`src/rtl/dir_pkg.sv`:
```
package dir_pkg;
  typedef enum logic [2:0] {
    MSG_NONE     = 3'd0,
    MSG_DATA_SH  = 3'd1,
    MSG_DATA_EX  = 3'd2,
    MSG_FETCH_SH = 3'd3,
    MSG_INVAL    = 3'd4,
    MSG_FETCH_EX = 3'd5
  } msg_e;

  typedef enum logic [2:0] {
    ST_IDLE,
    ST_INV_SEND,
    ST_INV_WAIT,
    ST_FETCH,
    ST_OWN_WAIT,
    ST_GRANT
  } st_e;
endpackage

```
`src/rtl/dir_store.sv`:
```
module dir_store #(
  parameter int NUM_PROC = 4,
  parameter int NUM_BLK  = 8,
  localparam int BLK_W   = $clog2(NUM_BLK)
) (
  input  logic                clk_i,
  input  logic                rst_ni,
  input  logic [BLK_W-1:0]    rd_idx_i,
  output logic [NUM_PROC-1:0] rd_pres_o,
  output logic                rd_dirty_o,
  input  logic                wr_en_i,
  input  logic [BLK_W-1:0]    wr_idx_i,
  input  logic [NUM_PROC-1:0] wr_pres_i,
  input  logic                wr_dirty_i
);
  logic [NUM_PROC-1:0] pres_q [NUM_BLK];
  logic [NUM_BLK-1:0]  dirty_q;

  always_ff @(posedge clk_i or negedge rst_ni) begin
    if (!rst_ni) begin
      for (int b = 0; b < NUM_BLK; b++) pres_q[b] <= '0;
      dirty_q <= '0;
    end else if (wr_en_i) begin
      pres_q[wr_idx_i]  <= wr_pres_i;
      dirty_q[wr_idx_i] <= wr_dirty_i;
    end
  end

  assign rd_pres_o  = pres_q[rd_idx_i];
  assign rd_dirty_o = dirty_q[rd_idx_i];

  for (genvar b = 0; b < NUM_BLK; b++) begin : g_chk
    assert_dirty_single_owner_R7: assert property (@(posedge clk_i) disable iff (!rst_ni)
      dirty_q[b] |-> $onehot(pres_q[b]));
  end
endmodule

```
`src/rtl/dir_lsb.sv`:
```
module dir_lsb #(
  parameter int W      = 4,
  localparam int IDX_W = $clog2(W)
) (
  input  logic [W-1:0]     vec_i,
  output logic [IDX_W-1:0] idx_o,
  output logic             found_o
);
  always_comb begin
    idx_o   = '0;
    found_o = 1'b0;
    for (int k = W - 1; k >= 0; k--) begin
      if (vec_i[k]) begin
        idx_o   = IDX_W'(k);
        found_o = 1'b1;
      end
    end
  end
endmodule

```
`src/rtl/dir_popcnt.sv`:
```
module dir_popcnt #(
  parameter int W      = 4,
  localparam int CNT_W = $clog2(W + 1)
) (
  input  logic [W-1:0]     vec_i,
  output logic [CNT_W-1:0] cnt_o
);
  always_comb begin
    cnt_o = '0;
    for (int k = 0; k < W; k++) cnt_o = cnt_o + CNT_W'(vec_i[k]);
  end
endmodule

```
`src/rtl/dir_home_ctrl.sv`:
```
module dir_home_ctrl #(
  parameter int NUM_PROC = 4,
  parameter int NUM_BLK  = 8,
  localparam int ID_W    = $clog2(NUM_PROC),
  localparam int BLK_W   = $clog2(NUM_BLK)
) (
  input  logic             clk_i,
  input  logic             rst_ni,
  input  logic             req_valid_i,
  output logic             req_ready_o,
  input  logic [ID_W-1:0]  req_src_i,
  input  logic [BLK_W-1:0] req_blk_i,
  input  logic             req_write_i,
  output logic             msg_valid_o,
  output logic [2:0]       msg_type_o,
  output logic [ID_W-1:0]  msg_dst_o,
  output logic [BLK_W-1:0] msg_blk_o,
  input  logic             rsp_valid_i,
  input  logic [ID_W-1:0]  rsp_src_i,
  output logic             done_valid_o,
  output logic [ID_W-1:0]  done_src_o,
  output logic [BLK_W-1:0] done_blk_o,
  output logic             done_excl_o
);
  import dir_pkg::*;

  localparam int CNT_W = $clog2(NUM_PROC + 1);

  st_e                 state_q, state_d;
  logic [ID_W-1:0]     src_q, owner_q;
  logic [BLK_W-1:0]    blk_q;
  logic                wr_q;
  logic [NUM_PROC-1:0] pend_q, inv_all_q, acked_q;
  logic [CNT_W-1:0]    ack_cnt_q, inv_total_q;

  logic [BLK_W-1:0]    rd_idx;
  logic [NUM_PROC-1:0] rd_pres, wr_pres;
  logic                rd_dirty, wr_en;
  logic [NUM_PROC-1:0] req_oh, src_oh, rsp_oh, inv_oh, others;
  logic [ID_W-1:0]     own_idx, inv_idx;
  logic                own_found, inv_found;
  logic [CNT_W-1:0]    others_cnt;
  logic                accept, inv_phase, ack_hit;
  msg_e                msg_t;

  assign rd_idx = (state_q == ST_IDLE) ? req_blk_i : blk_q;

  dir_store #(.NUM_PROC(NUM_PROC), .NUM_BLK(NUM_BLK)) u_store (
    .clk_i      (clk_i),
    .rst_ni     (rst_ni),
    .rd_idx_i   (rd_idx),
    .rd_pres_o  (rd_pres),
    .rd_dirty_o (rd_dirty),
    .wr_en_i    (wr_en),
    .wr_idx_i   (blk_q),
    .wr_pres_i  (wr_pres),
    .wr_dirty_i (wr_q)
  );

  assign req_oh = NUM_PROC'(1) << req_src_i;
  assign src_oh = NUM_PROC'(1) << src_q;
  assign rsp_oh = NUM_PROC'(1) << rsp_src_i;
  assign inv_oh = NUM_PROC'(1) << inv_idx;
  assign others = rd_pres & ~req_oh;

  dir_lsb #(.W(NUM_PROC)) u_owner (.vec_i(rd_pres), .idx_o(own_idx), .found_o(own_found));
  dir_lsb #(.W(NUM_PROC)) u_inv   (.vec_i(pend_q),  .idx_o(inv_idx), .found_o(inv_found));
  dir_popcnt #(.W(NUM_PROC)) u_cnt (.vec_i(others), .cnt_o(others_cnt));

  assign accept    = req_valid_i && (state_q == ST_IDLE);
  assign inv_phase = (state_q == ST_INV_SEND) || (state_q == ST_INV_WAIT);
  // count each invalidated sharer once
  assign ack_hit   = inv_phase && rsp_valid_i && ((inv_all_q & ~acked_q & rsp_oh) != '0);

  always_comb begin
    state_d = state_q;
    unique case (state_q)
      ST_IDLE: begin
        if (accept) begin
          if (rd_dirty && own_found && (own_idx != req_src_i))  state_d = ST_FETCH;
          else if (req_write_i && !rd_dirty && (others != '0)) state_d = ST_INV_SEND;
          else                                                 state_d = ST_GRANT;
        end
      end
      ST_INV_SEND: if ((pend_q & ~inv_oh) == '0) state_d = ST_INV_WAIT;
      ST_INV_WAIT: if (ack_cnt_q == inv_total_q) state_d = ST_GRANT;
      ST_FETCH:    state_d = ST_OWN_WAIT;
      ST_OWN_WAIT: if (rsp_valid_i && (rsp_src_i == owner_q)) state_d = ST_GRANT;
      ST_GRANT:    state_d = ST_IDLE;
      default:     state_d = ST_IDLE;
    endcase
  end

  always_ff @(posedge clk_i or negedge rst_ni) begin
    if (!rst_ni) begin
      state_q     <= ST_IDLE;
      src_q       <= '0;
      owner_q     <= '0;
      blk_q       <= '0;
      wr_q        <= 1'b0;
      pend_q      <= '0;
      inv_all_q   <= '0;
      acked_q     <= '0;
      ack_cnt_q   <= '0;
      inv_total_q <= '0;
    end else begin
      state_q <= state_d;
      if (accept) begin
        src_q       <= req_src_i;
        blk_q       <= req_blk_i;
        wr_q        <= req_write_i;
        owner_q     <= own_idx;
        pend_q      <= others;
        inv_all_q   <= others;
        acked_q     <= '0;
        ack_cnt_q   <= '0;
        inv_total_q <= others_cnt;
      end
      if (state_q == ST_INV_SEND) pend_q <= pend_q & ~inv_oh;
      if (ack_hit) begin
        acked_q   <= acked_q | rsp_oh;
        ack_cnt_q <= ack_cnt_q + 1'b1;
      end
    end
  end

  // directory update on grant: write -> sole owner, read -> add sharer and clean
  assign wr_en   = (state_q == ST_GRANT);
  assign wr_pres = wr_q ? src_oh : (rd_pres | src_oh);

  always_comb begin
    msg_valid_o = 1'b0;
    msg_t       = MSG_NONE;
    msg_dst_o   = '0;
    unique case (state_q)
      ST_INV_SEND: begin
        msg_valid_o = inv_found;
        msg_t       = MSG_INVAL;
        msg_dst_o   = inv_idx;
      end
      ST_FETCH: begin
        msg_valid_o = 1'b1;
        msg_t       = wr_q ? MSG_FETCH_EX : MSG_FETCH_SH;
        msg_dst_o   = owner_q;
      end
      ST_GRANT: begin
        msg_valid_o = 1'b1;
        msg_t       = wr_q ? MSG_DATA_EX : MSG_DATA_SH;
        msg_dst_o   = src_q;
      end
      default: ;
    endcase
  end

  assign msg_type_o   = msg_t;
  assign msg_blk_o    = blk_q;
  assign req_ready_o  = (state_q == ST_IDLE);
  assign done_valid_o = (state_q == ST_GRANT);
  assign done_src_o   = src_q;
  assign done_blk_o   = blk_q;
  assign done_excl_o  = wr_q;

  assert_busy_after_accept_R8: assert property (@(posedge clk_i) disable iff (!rst_ni)
    (req_valid_i && req_ready_o) |=> !req_ready_o);

  assert_reopen_after_done_R8: assert property (@(posedge clk_i) disable iff (!rst_ni)
    done_valid_o |=> req_ready_o);

  assert_inv_skips_requester_R4: assert property (@(posedge clk_i) disable iff (!rst_ni)
    (msg_valid_o && (msg_type_o == MSG_INVAL)) |-> (msg_dst_o != src_q));

  assert_ack_bound_R4: assert property (@(posedge clk_i) disable iff (!rst_ni)
    inv_phase |-> (ack_cnt_q <= inv_total_q));

  assert_fetch_owner_R3: assert property (@(posedge clk_i) disable iff (!rst_ni)
    (state_q == ST_FETCH) |-> (rd_dirty && rd_pres[owner_q] && (owner_q != src_q)));

  assert_grant_once_R11: assert property (@(posedge clk_i) disable iff (!rst_ni)
    done_valid_o |=> !done_valid_o);
endmodule

```
`config.mk`:
```
export PLATFORM = sky130hd
export DESIGN_NAME = dir_home_ctrl
export DESIGN_NICKNAME = d
export VERILOG_FILES = /design/src/rtl/dir_pkg.sv /design/src/rtl/dir_store.sv /design/src/rtl/dir_lsb.sv /design/src/rtl/dir_popcnt.sv /design/src/rtl/dir_home_ctrl.sv
export SDC_FILE = /design/constraint.sdc
export NUM_CORES = 1
export LEC_CHECK = 0
export BUFFER_PORTS_ARGS = -buffer_cell sky130_fd_sc_hd__buf_2
export CORE_MARGIN = 3
export CORE_UTILIZATION = 50
export CTS_CLUSTER_DIAMETER = 40
export CTS_CLUSTER_SIZE = 10
export DETAILED_ROUTE_END_ITERATION = 8
export PLACE_DENSITY_LB_ADDON = 0.08
export SETUP_SLACK_MARGIN = 0.02
export SLEW_MARGIN = 20
export SYNTH_ARGS = -nofsm -noshare
export SYNTH_HDL_FRONTEND = slang
export SYNTH_SLANG_ARGS = --single-unit
```
`constraint.sdc`:
```
create_clock -name clk_i -period 9.3 [get_ports clk_i]
set_input_delay 0.465 -clock clk_i [delete_from_list [all_inputs] [get_ports clk_i]]
set_output_delay 0.465 -clock clk_i [all_outputs]
set_load 0.01 [all_outputs]
```
# Word level (Yosys, flattened, before mapping)
# Index checks and enable logic that the tools add are counted.
word_totals:
  register_bits: 69
  inputBits: 12
  output_inout_bits: 17
  wordCells: 123
op_classes:
  addsub: 4
  magnitude_cmp: 6
  n_eq_ne: 12
  n_shift: 4
  n_mux: 47
  bitwise: 11
  n_reduce_logical: 20
op_table:
  columns: ["cell", "n"]
  rows:
  - ["$bwmux 32", 1]
  - ["$mux 4", 8]
  - ["$mux 3", 10]
  - ["$mux 2", 9]
  - ["$and 4x4->4", 4]
  - ["$shl 1x2->4 const A", 4]
  - ["$pmux 3 s5", 1]
  - ["$bmux 4 s3", 1]
  - ["$demux 4 s3", 1]
  - ["$not 4->4", 3]
  - ["$logic_and 1x1->1", 10]
  - ["$mux 1", 10]
  - ["$pmux 3 s3", 1]
  - ["$bwmux 8", 1]
  - ["$ge 4x4->1 const B", 2]
  - ["$lt 3x4->1 const B", 2]
  - ["$not 3->4", 2]
  - ["$or 4x4->4", 2]
  - ["$reduce_bool 4->1", 2]
  - ["$add 3x1->3", 2]
  - ["$eq 3x2->1 const B", 2]
  - ["$eq 3x3->1 const B", 2]
  - ["$ne 2x1->1 const B", 3]
  - ["$pmux 2 s3", 1]
  - ["other kinds (19)", 20]

# Longest topological paths before layout
# Gate-level depths: netlist of the first run.
depth:
  word_depth: 15
  mapped_depth: 13
  mapped_depth_nobuf: 12

# By module
# Synthesis of the first run repeated with hierarchy kept, for this count alone.
hier_totals:
  cells_unflattened: 340
  area_unflattened_um2: 3768.6
modules_own_cells:
  columns: ["mod", "instances", "cells_per_inst", "area_each_um2", "seq_area_each_um2"]
  rows:
  - ["dir_store", 1, 106, 1884.3, 1001.0]
  - ["dir_home_ctrl", 1, 212, 1750.4, 725.7]
  - ["dir_lsb", 2, 7, 35.0, 0.0]
  - ["dir_popcnt", 1, 8, 63.8, 0.0]

# Worst setup path after synthesis of the first run
# Ideal clock, no wire load.
synth_timing:
  path_type: "register -> register"
  start: "register state_q[1]"
  end: "register inv_total_q[1]"
  setup_time_ns: 0.117
  t_arrival_ns: 3.079
  t_required_ns: 9.183
  slack_ns: 6.104
  stages_incl_launch_ff: 14
  n_path_buf: 1
  period_less_slack_ns: 3.196
  cell_sequence: "dfrtp_1 > buf_6 > or3_4 > clkinv_4 > mux2i_4 > mux4_1 > o21a_1 > o21ai_4 > a21o_1 > ha_1 > fa_1 > ha_1 > nand2_1 > nand2_1"
synth_between:
  elab_chain_len: 10
  elab_cells_between_ends: 11
  classes_between: "add/sub: 3; mux: 4; bitwise: 2; reduce/logical: 2"
synth_lines:
  columns: ["item", "line", "text"]
  rows:
  - ["start, declared", "dir_home_ctrl.sv:29", "st_e state_q, state_d;"]
  - ["start signal, assigned", "dir_home_ctrl.sv:107", "state_q <= state_d;"]
  - ["$logic_not 3->1 (*)", null, null]
  - ["via req_ready_o", "dir_home_ctrl.sv:10", "output logic req_ready_o,"]
  - ["$mux 3 (*)", "dir_home_ctrl.sv:46", "assign rd_idx = (state_q == ST_IDLE) ? req_blk_i : blk_q;"]
  - ["$not 3->4 (not written as such) (*)", "dir_store.sv:29", "assign rd_pres_o = pres_q[rd_idx_i];"]
  - ["$bmux 4 s3 (*)", "dir_store.sv:29", null]
  - ["$mux 4 (not written as such) (*) (2 in a row)", "dir_store.sv:29", null]
  - ["$and 4x4->4 (*)", "dir_home_ctrl.sv:64", "assign others = rd_pres & ~req_oh;"]
  - ["$add 1x1->2", "dir_popcnt.sv:10", "for (int k = 0; k < W; k++) cnt_o = cnt_o + CNT_W'(vec_i[k]);"]
  - ["$add 3x1->3", "dir_popcnt.sv:10", null]
  - ["$add 3x1->3 (*)", "dir_popcnt.sv:10", null]
  - ["via others_cnt[1]", "dir_home_ctrl.sv:42", "logic [CNT_W-1:0] others_cnt;"]
  - ["end signal, assigned", "dir_home_ctrl.sv:117", "inv_total_q <= others_cnt;"]
  - ["end, declared", "dir_home_ctrl.sv:34", "logic [CNT_W-1:0] ack_cnt_q, inv_total_q;"]
# Mark *: on every way through the listed nets, which the timed path passes. The rest lies on a longest branch. The select of a mux whose other input is x is not followed.
# A chain may end at the register's enable or synchronous reset.

# Worst setup path after layout of the first run
layout_timing:
  start: "register state_q[1]"
  end: "register inv_total_q[1]"
layout_between:
  elab_chain_len: 10
  elab_cells_between_ends: 11
  classes_between: "add/sub: 3; mux: 4; bitwise: 2; reduce/logical: 2"
layout_lines:
  columns: ["item", "line"]
  rows:
  - ["$logic_not 3->1 (*)", "dir_home_ctrl.sv:46"]
  - ["$mux 3 (*)", "dir_home_ctrl.sv:46"]
  - ["$not 3->4 (not written as such) (*)", "dir_store.sv:29"]
  - ["$bmux 4 s3 (*)", "dir_store.sv:29"]
  - ["$mux 4 (not written as such) (*) (2 in a row)", "dir_store.sv:29"]
  - ["$and 4x4->4 (*)", "dir_home_ctrl.sv:64"]
  - ["$add 1x1->2", "dir_popcnt.sv:10"]
  - ["$add 3x1->3", "dir_popcnt.sv:10"]
  - ["$add 3x1->3 (*)", "dir_popcnt.sv:10"]
  - ["via others_cnt[1]", "dir_home_ctrl.sv:42"]
# Marked as above.

==> results of run 1 <==
routing by layer:
metal,global-route usage,vias up,wire length [um]
li1,-,1398,-
met1,0.312,1400,4190
met2,0.327,61,3860
met3,0.0325,13,401
met4,0.0855,0,139
met5,0,-,0
cell families after synthesis:
| group | Yosys count |
|---|---|
| compound gates | 110 |
| xor+xnor | 8 |
| fa+ha+maj | 6 |
| buf+inv | 37 |
| flops | 69 |
| mux | 22 |
| simple gates | 128 |
worst max-delay path by stage:
stage / from / endpoint / slack [ns]
global route: state_q[2] / inv_total_q[1] / 5.22
detailed placement: state_q[1] / inv_total_q[1] / 5.50
global placement: state_q[1] / inv_total_q[1] / 5.58
CTS: state_q[1] / inv_total_q[1] / 5.46
finish: state_q[1] / inv_total_q[1] / 5.46
floorplan: state_q[1] / inv_total_q[1] / 6.10
sequential cells by signal (all words and copies together) (netlist names), 3 cells and up:
register         count
ack_cnt_q            3
u_store.pres_q      32
acked_q              4
state_q              3
done_blk_o           3
inv_all_q            4
u_store.dirty_q      8
pend_q               4
inv_total_q          3
cells in the mapped netlist, types with 3 or more instances:
master,instances
a21oi_1,24
a221oi_2,3
a32o_1,3
buf_4,3
buf_6,3
clkbuf_1,12
dfrtp_1,69
ha_1,4
inv_1,16
mux2_2,7
mux2i_1,9
nand2_1,67
nand3_1,6
nand3b_1,3
nor2_1,30
nor3_1,3
o21ai_0,37
o31ai_1,3
xnor2_1,7
area by class of cell:
cell class | instances | area (um2) | area share
Timing Repair Buffer | 30 | 155 | 0.0378
Tap cell | 96 | 120 | 0.0292
Clock inverter | 4 | 47.5 | 0.0116
Multi-Input combinational cell | 274 | 1850 | 0.449
Sequential cell | 69 | 1730 | 0.420
Clock buffer | 12 | 145 | 0.0353
Inverter | 17 | 68.8 | 0.0167
worst max-delay path, stage by stage, from the launching register on:
cell and delay (ns):
dfrtp_1 0.59, o31a_1 0.42, nor2_2 0.62, mux2_2 0.30, o22ai_2 0.08, a221oi_2 0.36, o21ai_1 0.21, ha_1 0.35
fa_1 0.37, ha_1 0.29, nand2_1 0.07, nand2_1 0.05
metrics by stage:
step,setup slack [ns],std cells
2_1_floorplan,6.10,380
3_3_place_gp,5.58,486
3_5_place_dp,5.50,486
4_1_cts,5.46,502
5_1_grt,5.22,502
6_report,5.46,502
power breakdown:
| group | leakage, nW | internal [mW] | switching (mW) |
|---|---|---|---|
| clock network | 0.0964 | 0.131 | 0.111 |
| logic | 0.922 | 0.336 | 0.451 |
| registers | 0.805 | 0.419 | 0.131 |
| total | 1.82 | 0.886 | 0.694 |
==> flow_summary.yaml, run 1 <==
synthesis:
  async_reset_ff_frac: 1.00
  yosys_warnings: 0
  synth_top_area_frac: 0.460
  ys_seq_area_frac: 0.460
  synth-edff-count: 0
  syn_inst: 380
  netlist_area_mm2: 0.00375
  synth_xor_area_frac: 0.0187
  synth_top_family_by_area: "compound AO/OA/AOI/OAI gates"
  yosys_register_bits: 69
  syn_nets: 397
  synthTopCellsByArea: "dfrtp_1, nand2_1, o21ai_0"
  synth_compound_area_frac: 0.214
  dominantRegCellSynth: "dfrtp_1"
  syn_area_per_cell_um2: 9.87
  yosys.area_share.simple: 0.161
  yosys.area.top_type: "dfrtp_1"
  synth-adder-area-share: 0.0213
  yosys.cell_types.count: 74
  synthMuxAreaShare: 0.0771
clock_network:
  clockBufferDepth: 2
  holdBufCountCts: 0
  cts_buffers: 9
  clk_latency_ns: 0.35
  postCtsSetupBuffers: 0
  cts_max_level: 3
  cts.sinks: 69
  cts_tree: "built"
  clockRootBuffer: "clkbuf_8"
  ctsResizeCount: 0
  path_clk_slew_ns: 0.07
global_route:
  antenna_found_initial: 0
  grt_pass1_vias: 2763
  grt_first_pass_wirelength_mm: 14.3
  overflow: 0
  grtUsageTotal: 0.216
  grt_max_degree: 70
die:
  start_util: 0.534
  core_area_mm2: 0.00702
  die_w_um: 92.6
  rows: 30
  die_h_um: 92.6
  die-area_mm2: 0.00858
  pin_count: 29
sta:
  rsz0062_at_grt: "no"
  max_slew_margin: 0.412
  setup-tns-final_ns: 0
  holdWs_ns: 0.316
  setup_viol: 0
  fin_skew_ns: 0.0178
  finalCriticalPeriod_ns: 3.84
  fmax_mhz: 261
  slew_violations: 0
  hold_violations: 0
  tightest_slew_ns: 0.883
  min_period_over_period: 0.413
finish:
  final_util: 0.585
  final_common_cell: "dfrtp_1"
  syn_to_final_growth_pct: 9.54
  fillers: 652
  finalInstanceArea_mm2: 0.00411
  nNetsFinal: 418
  diodes: 0
  mostFrequentLayoutCells: "dfrtp_1, nand2_1, o21ai_0, nor2_1, buf_2"
  drive_gt1_frac: 0.207
critical_path:
  regToRegStartpoint: "state_q[1]"
  cp-start-kind: "register"
  end_kind: "register"
  r2r-end: "inv_total_q[1]"
  cp_max_fo: 19
  r2r_slack_ns: 5.46
  rr_worst_depth: 11
  required_ns: 9.52
  worst-setup-path-type: "register to register"
  cp.arrival_ns: 4.06
pwr:
  power_mw: 1.58
  leakage_nw: 1.82
  vdd_drop_max_mv: 0.151
  powerDensity_mw_per_mm2: 384
drt:
  num_vias: 2872
  drc: 0
  drt-initial-drc-count: 164
  postRouteAntennaNets: 0
  dr.pass1.iters: 4
  post_drt_wl_per_cell_um: 17.1
  routed_via_density: 5.72
  drt_wl_total_mm: 8.60
worst_hold_path:
  hp-class: "primary input to async pin"
outcome:
  status: "completed"
placement:
  place_area_mm2: 0.00392
  gp_congestion: 0.877
  dp_hpwl_mm: 6.16
  port_buffers: 28
flow_run:
  drv_cap: 0
Power figures use the tool's default switching activity.
==> run 2, diff against run 1 <==
==> constraint.sdc (replaced) <==
create_clock -name clk_i -period 3.28 [get_ports clk_i]
set_input_delay 0.164 -clock clk_i [delete_from_list [all_inputs] [get_ports clk_i]]
set_output_delay 0.164 -clock clk_i [all_outputs]
set_load 0.01 [all_outputs]
==> run 2 against run 1 <==
Register-to-register slack lost 5.3 ns. Design area grew 5.5%. Clock power grew to 3.2 times the previous value. Final cell count grew 4.4%. Worst setup slack lost 5.3 ns. Critical path depth grew 1. Combinational power grew to 3.4 times the previous value. Sequential share of layout area shrank 2.2 points. Largest cell class unchanged. Utilization grew 3.2 points. First-iteration DRC count shrank 14%. Flip-flop and latch count is the same.
==> flow_summary.yaml, run 2 (synthesis results as in run 1) <==
finish:
  largest_register_ffs: 32
  reg_top3: "u_store.pres_q (32), u_store.dirty_q (8)"
  nNetsFinal: 440
  final_util: 0.618
  final_common_cell: "dfrtp_1"
  syn_to_final_growth_pct: 15.6
  fin_cells: 524
  drive_gt1_frac: 0.252
  mostFrequentLayoutCells: "dfrtp_1, nand2_1, o21ai_0, nor2_1, buf_2"
  diodes: 0
  regMostFlops: "u_store.pres_q"
clock_network:
  clockBufferDepth: 2
  cts.sinks: 69
  path_clk_slew_ns: 0.08
  holdBufCountCts: 0
  cts_tree: "built"
  clk_latency_ns: 0.34
  cts_max_level: 3
  clockRootBuffer: "clkbuf_8"
  cts_buffers: 9
critical_path:
  cp_max_fo: 6
  cp-start-kind: "register"
  end_kind: "register"
  cp.arrival_ns: 3.38
  required_ns: 3.51
  worst-setup-path-type: "register to register"
drt:
  drt-initial-drc-count: 141
  post_drt_wl_per_cell_um: 18.1
  dr.pass1.iters: 4
  drt_wl_total_mm: 9.49
  postRouteAntennaNets: 0
  drc: 0
  routed_via_density: 5.76
  num_vias: 3017
global_route:
  grt_first_pass_wirelength_mm: 15.4
  antenna_found_initial: 0
  grt_pass1_vias: 2894
  grtUsageTotal: 0.236
  grt_max_degree: 70
  overflow: 0
sta:
  finalCriticalPeriod_ns: 3.15
  hold_violations: 0
  fmax_mhz: 317
  tightest_slew_ns: 0.893
  setup-tns-final_ns: 0
  fin_skew_ns: 0.00725
  rsz0062_at_grt: "no"
  min_period_over_period: 0.961
  max_slew_margin: 0.403
  slew_violations: 0
  holdWs_ns: 0.00894
  setup_viol: 0
die:
  pin_count: 29
  die-area_mm2: 0.00858
  start_util: 0.534
  die_w_um: 92.6
  rows: 30
  core_area_mm2: 0.00702
  die_h_um: 92.6
pwr:
  vdd_drop_max_mv: 0.443
  power_mw: 4.91
  powerDensity_mw_per_mm2: 1130
  leakage_nw: 1.96
placement:
  gp_congestion: 0.877
  port_buffers: 28
  dp_hpwl_mm: 6.95
  place_inst: 506
flow_run:
  drv_cap: 0
outcome:
  status: "completed"
worst_hold_path:
  hp-class: "primary input to async pin"
## run 2: changes by cell type in the layout (fill, tap and decap cells not counted), sizes merged
cell,change
bufinv,+1
buf,+22
clkinv,+1
clkbuf,-2
## run 2: repair_timing
| action | CTS | global route |
|---|---|---|
| endpoints found under the setup margin | 0 | 2 |
| resized for setup | 0 | 5 |
| buffers inserted | 0 | 2 |
## run 2: power breakdown
part	switching, mW	internal [mW]	leakage [nW]	total [mW]
Sequential	0.301	1.19	0.805	1.49
Combinational	1.49	1.15	1.04	2.64
Clock	0.327	0.447	0.112	0.774
## run 2: layout make-up
type | instances | area (um2)
tap | 96 | 120
timing repair buffer | 52 | 324
inverter | 17 | 68.8
clock inverter | 6 | 86.3
multi-input combinational | 274 | 1870
fill | 609 | 2680
clock buffer | 10 | 138
sequential | 69 | 1730
## run 2: worst paths after layout
check                      slack [ns]  cells past startpoint            endpoint          startpoint
max in group asynchronous        2.68                      2       done_blk_o[2]              rst_ni
setup / recovery                 0.13                     12      inv_total_q[1]          state_q[2]
hold / removal                  0.009                      2  u_store.pres_q[30]              rst_ni
setup reg to reg                 0.13                     12      inv_total_q[1]          state_q[2]
min in group clk_i               0.07                      3       done_blk_o[1]        req_blk_i[1]
hold reg to reg                  0.49                      2  u_store.pres_q[13]  u_store.pres_q[13]
## run 2: critical path, stage by stage, from the launching register on
cell	delay, ns
dfrtp_1	0.47
buf_4	0.19
or4b_4	0.53
and2_4	0.18
nand2_1	0.09
o22ai_2	0.09
a221oi_2	0.23
o21ai_1	0.14
ha_1	0.33
fa_1	0.37
ha_1	0.27
nand2_1	0.08
nand2_1	0.07
## run 2: per-layer routing
metal | global-route usage | up-vias | wire length, um
met2 | 0.347 | 85 | 4270
met3 | 0.0520 | 11 | 590
li1 | - | 1443 | -
met4 | 0.0708 | 0 | 117
met1 | 0.350 | 1478 | 4510
met5 | 0 | - | 0
## run 2: stage by stage
step | setup slack (ns) | instance area, um2
after global routing | 0.0250 | 4340
after global placement | 0.196 | 4070
after CTS | 0.0266 | 4290
final | 0.129 | 4340
after floorplan | 0.0844 | 3750
after detailed placement | 0.0816 | 4070
==> run 3, diff against run 2 <==
==> constraint.sdc (replaced) <==
create_clock -name clk_i -period 3.28 [get_ports clk_i]
set_input_delay 0.328 -clock clk_i [delete_from_list [all_inputs] [get_ports clk_i]]
set_output_delay 0.328 -clock clk_i [all_outputs]
set_load 0.01 [all_outputs]
==> run 3 against run 2 <==
Critical path depth unchanged. Sequential power about the same. Clock-buffer cell count increased by 1.
==> flow_summary.yaml, run 3 (synthesis results as in run 1) <==
outcome:
  status: "completed"
critical_path:
  worst-setup-path-type: "register to register"
  required_ns: 3.52
  cp_max_fo: 7
  cp-start-kind: "register"
  regToRegStartpoint: "state_q[0]"
  rr_worst_depth: 12
  startpoint: "state_q[0]"
  end_kind: "register"
  cp.arrival_ns: 3.34
worst_hold_path:
  hp-class: "primary input to async pin"
sta:
  rsz0062_at_grt: "no"
  finalCriticalPeriod_ns: 3.10
  fin_skew_ns: 0.00915
  hold_violations: 0
  max_slew_margin: 0.438
  slew_violations: 0
  setup_viol: 0
  setup_slack_ns: 0.179
  fmax_mhz: 322
  tightest_slew_ns: 0.840
  min_period_over_period: 0.945
  holdWs_ns: 0.0250
  setup-tns-final_ns: 0
finish:
  diodes: 0
  mostFrequentLayoutCells: "dfrtp_1, nand2_1, o21ai_0, nor2_1, buf_2"
  fillers: 618
  nNetsFinal: 442
  reg_top3: "u_store.pres_q (32), u_store.dirty_q (8)"
  regMostFlops: "u_store.pres_q"
  final_common_cell: "dfrtp_1"
  drive_gt1_frac: 0.253
  largest_register_ffs: 32
  syn_to_final_growth_pct: 14.6
drt:
  routed_via_density: 5.67
  num_vias: 2982
  drt-initial-drc-count: 190
  postRouteAntennaNets: 0
  drc: 0
  drt_wl_total_mm: 9.04
  post_drt_wl_per_cell_um: 17.2
  dr.pass1.iters: 5
clock_network:
  cts.sinks: 69
  clockRootBuffer: "clkbuf_8"
  clockBufferDepth: 2
  path_clk_slew_ns: 0.07
  cts_max_level: 3
  cts_buffers: 9
  clk_latency_ns: 0.35
  cts_tree: "built"
pwr:
  vdd_drop_max_mv: 0.509
  seqPwrFrac: 0.308
  p_comb_frac: 0.549
  internal_power_mw: 2.74
  p_switching_mw: 2.04
  leakage_nw: 1.95
  switching_share: 0.428
  clkPwrFrac: 0.144
  powerDensity_mw_per_mm2: 1110
die:
  die_h_um: 92.6
  rows: 30
  pin_count: 29
  die_w_um: 92.6
  die-area_mm2: 0.00858
  start_util: 0.534
  core_area_mm2: 0.00702
placement:
  port_buffers: 28
  place_ws_ns: 0.136
  gp_congestion: 0.853
  dp_hpwl_mm: 6.64
global_route:
  grtUsageTotal: 0.225
  grt_max_degree: 32
  grt_pass1_vias: 2876
  antenna_found_initial: 0
  overflow: 0
  grt_first_pass_wirelength_mm: 14.9
flow_run:
  drv_cap: 0
==> run 3: cell types whose count changed in the layout (fill, tap and decap cells not counted), sizes merged <==
cell and delta:
buf +2, bufinv -1, clkbuf +1, clkinv +1, clkinvlp -1
==> run 3: final timing paths <==
check	slack, ns	endpoint
setup reg to reg	0.18	inv_total_q[1]
hold / removal	0.02	u_store.pres_q[24]
min in group clk_i	0.22	done_blk_o[1]
max in group asynchronous	2.48	acked_q[3]
setup / recovery	0.18	inv_total_q[1]
hold reg to reg	0.48	u_store.dirty_q[4]
==> run 3: per-layer routing <==
layer	global-route usage	up-vias	part of all wire
met5	0	-	0
met4	0.0879	0	0.014
li1	-	1446	-
met2	0.329	52	0.45
met3	0.0317	11	0.034
met1	0.338	1473	0.50
==> run 3: power by group through the flow <==
stage	registers, mW	logic, mW	clock network [mW]
2_1_floorplan	1.39	1.90	0
3_3_place_gp	1.48	2.53	0
3_5_place_dp	1.48	2.57	0
4_1_cts	1.47	2.58	0.709
5_1_grt	1.52	2.90	0.736
6_report	1.47	2.62	0.686
==> run 3: cell type report <==
class	instances	area, um2	share of cell area
multi-input cells	274	1850	0.429
flip-flops and latches	69	1730	0.402
repair buffers	54	348	0.0809
clock buffers	11	141	0.0329
well taps	96	120	0.0279
inverters	17	68.8	0.0160
clock inverters	5	50.0	0.0116
==> run 3: through the flow <==
step | util | std cells | cell area [um2] | total power, mW
floorplan | - | 380 | 3750 | 3.28
global placement | 0.581 | 508 | 4080 | 4.01
detailed placement | 0.581 | 508 | 4080 | 4.05
CTS | 0.609 | 524 | 4270 | 4.75
global route | 0.613 | 526 | 4300 | 5.16
finish | 0.613 | 526 | 4300 | 4.78
==> run 3: critical path, cell delays in order (launching register included) <==
cell and delay [ns]:
dfrtp_1 0.40, buf_4 0.17, or4b_4 0.57, and2_4 0.18
nand2_1 0.12, o22ai_2 0.11, a221oi_2 0.24, o21ai_1 0.15
ha_1 0.32, fa_1 0.36, ha_1 0.27, nand2_1 0.05
nand2_1 0.05
==> run 3: timing repair <==
action	in CTS	in global routing
hold buffers	0	0
gates resized for setup	0	0
setup buffers	0	2
setup endpoints to repair	0	1
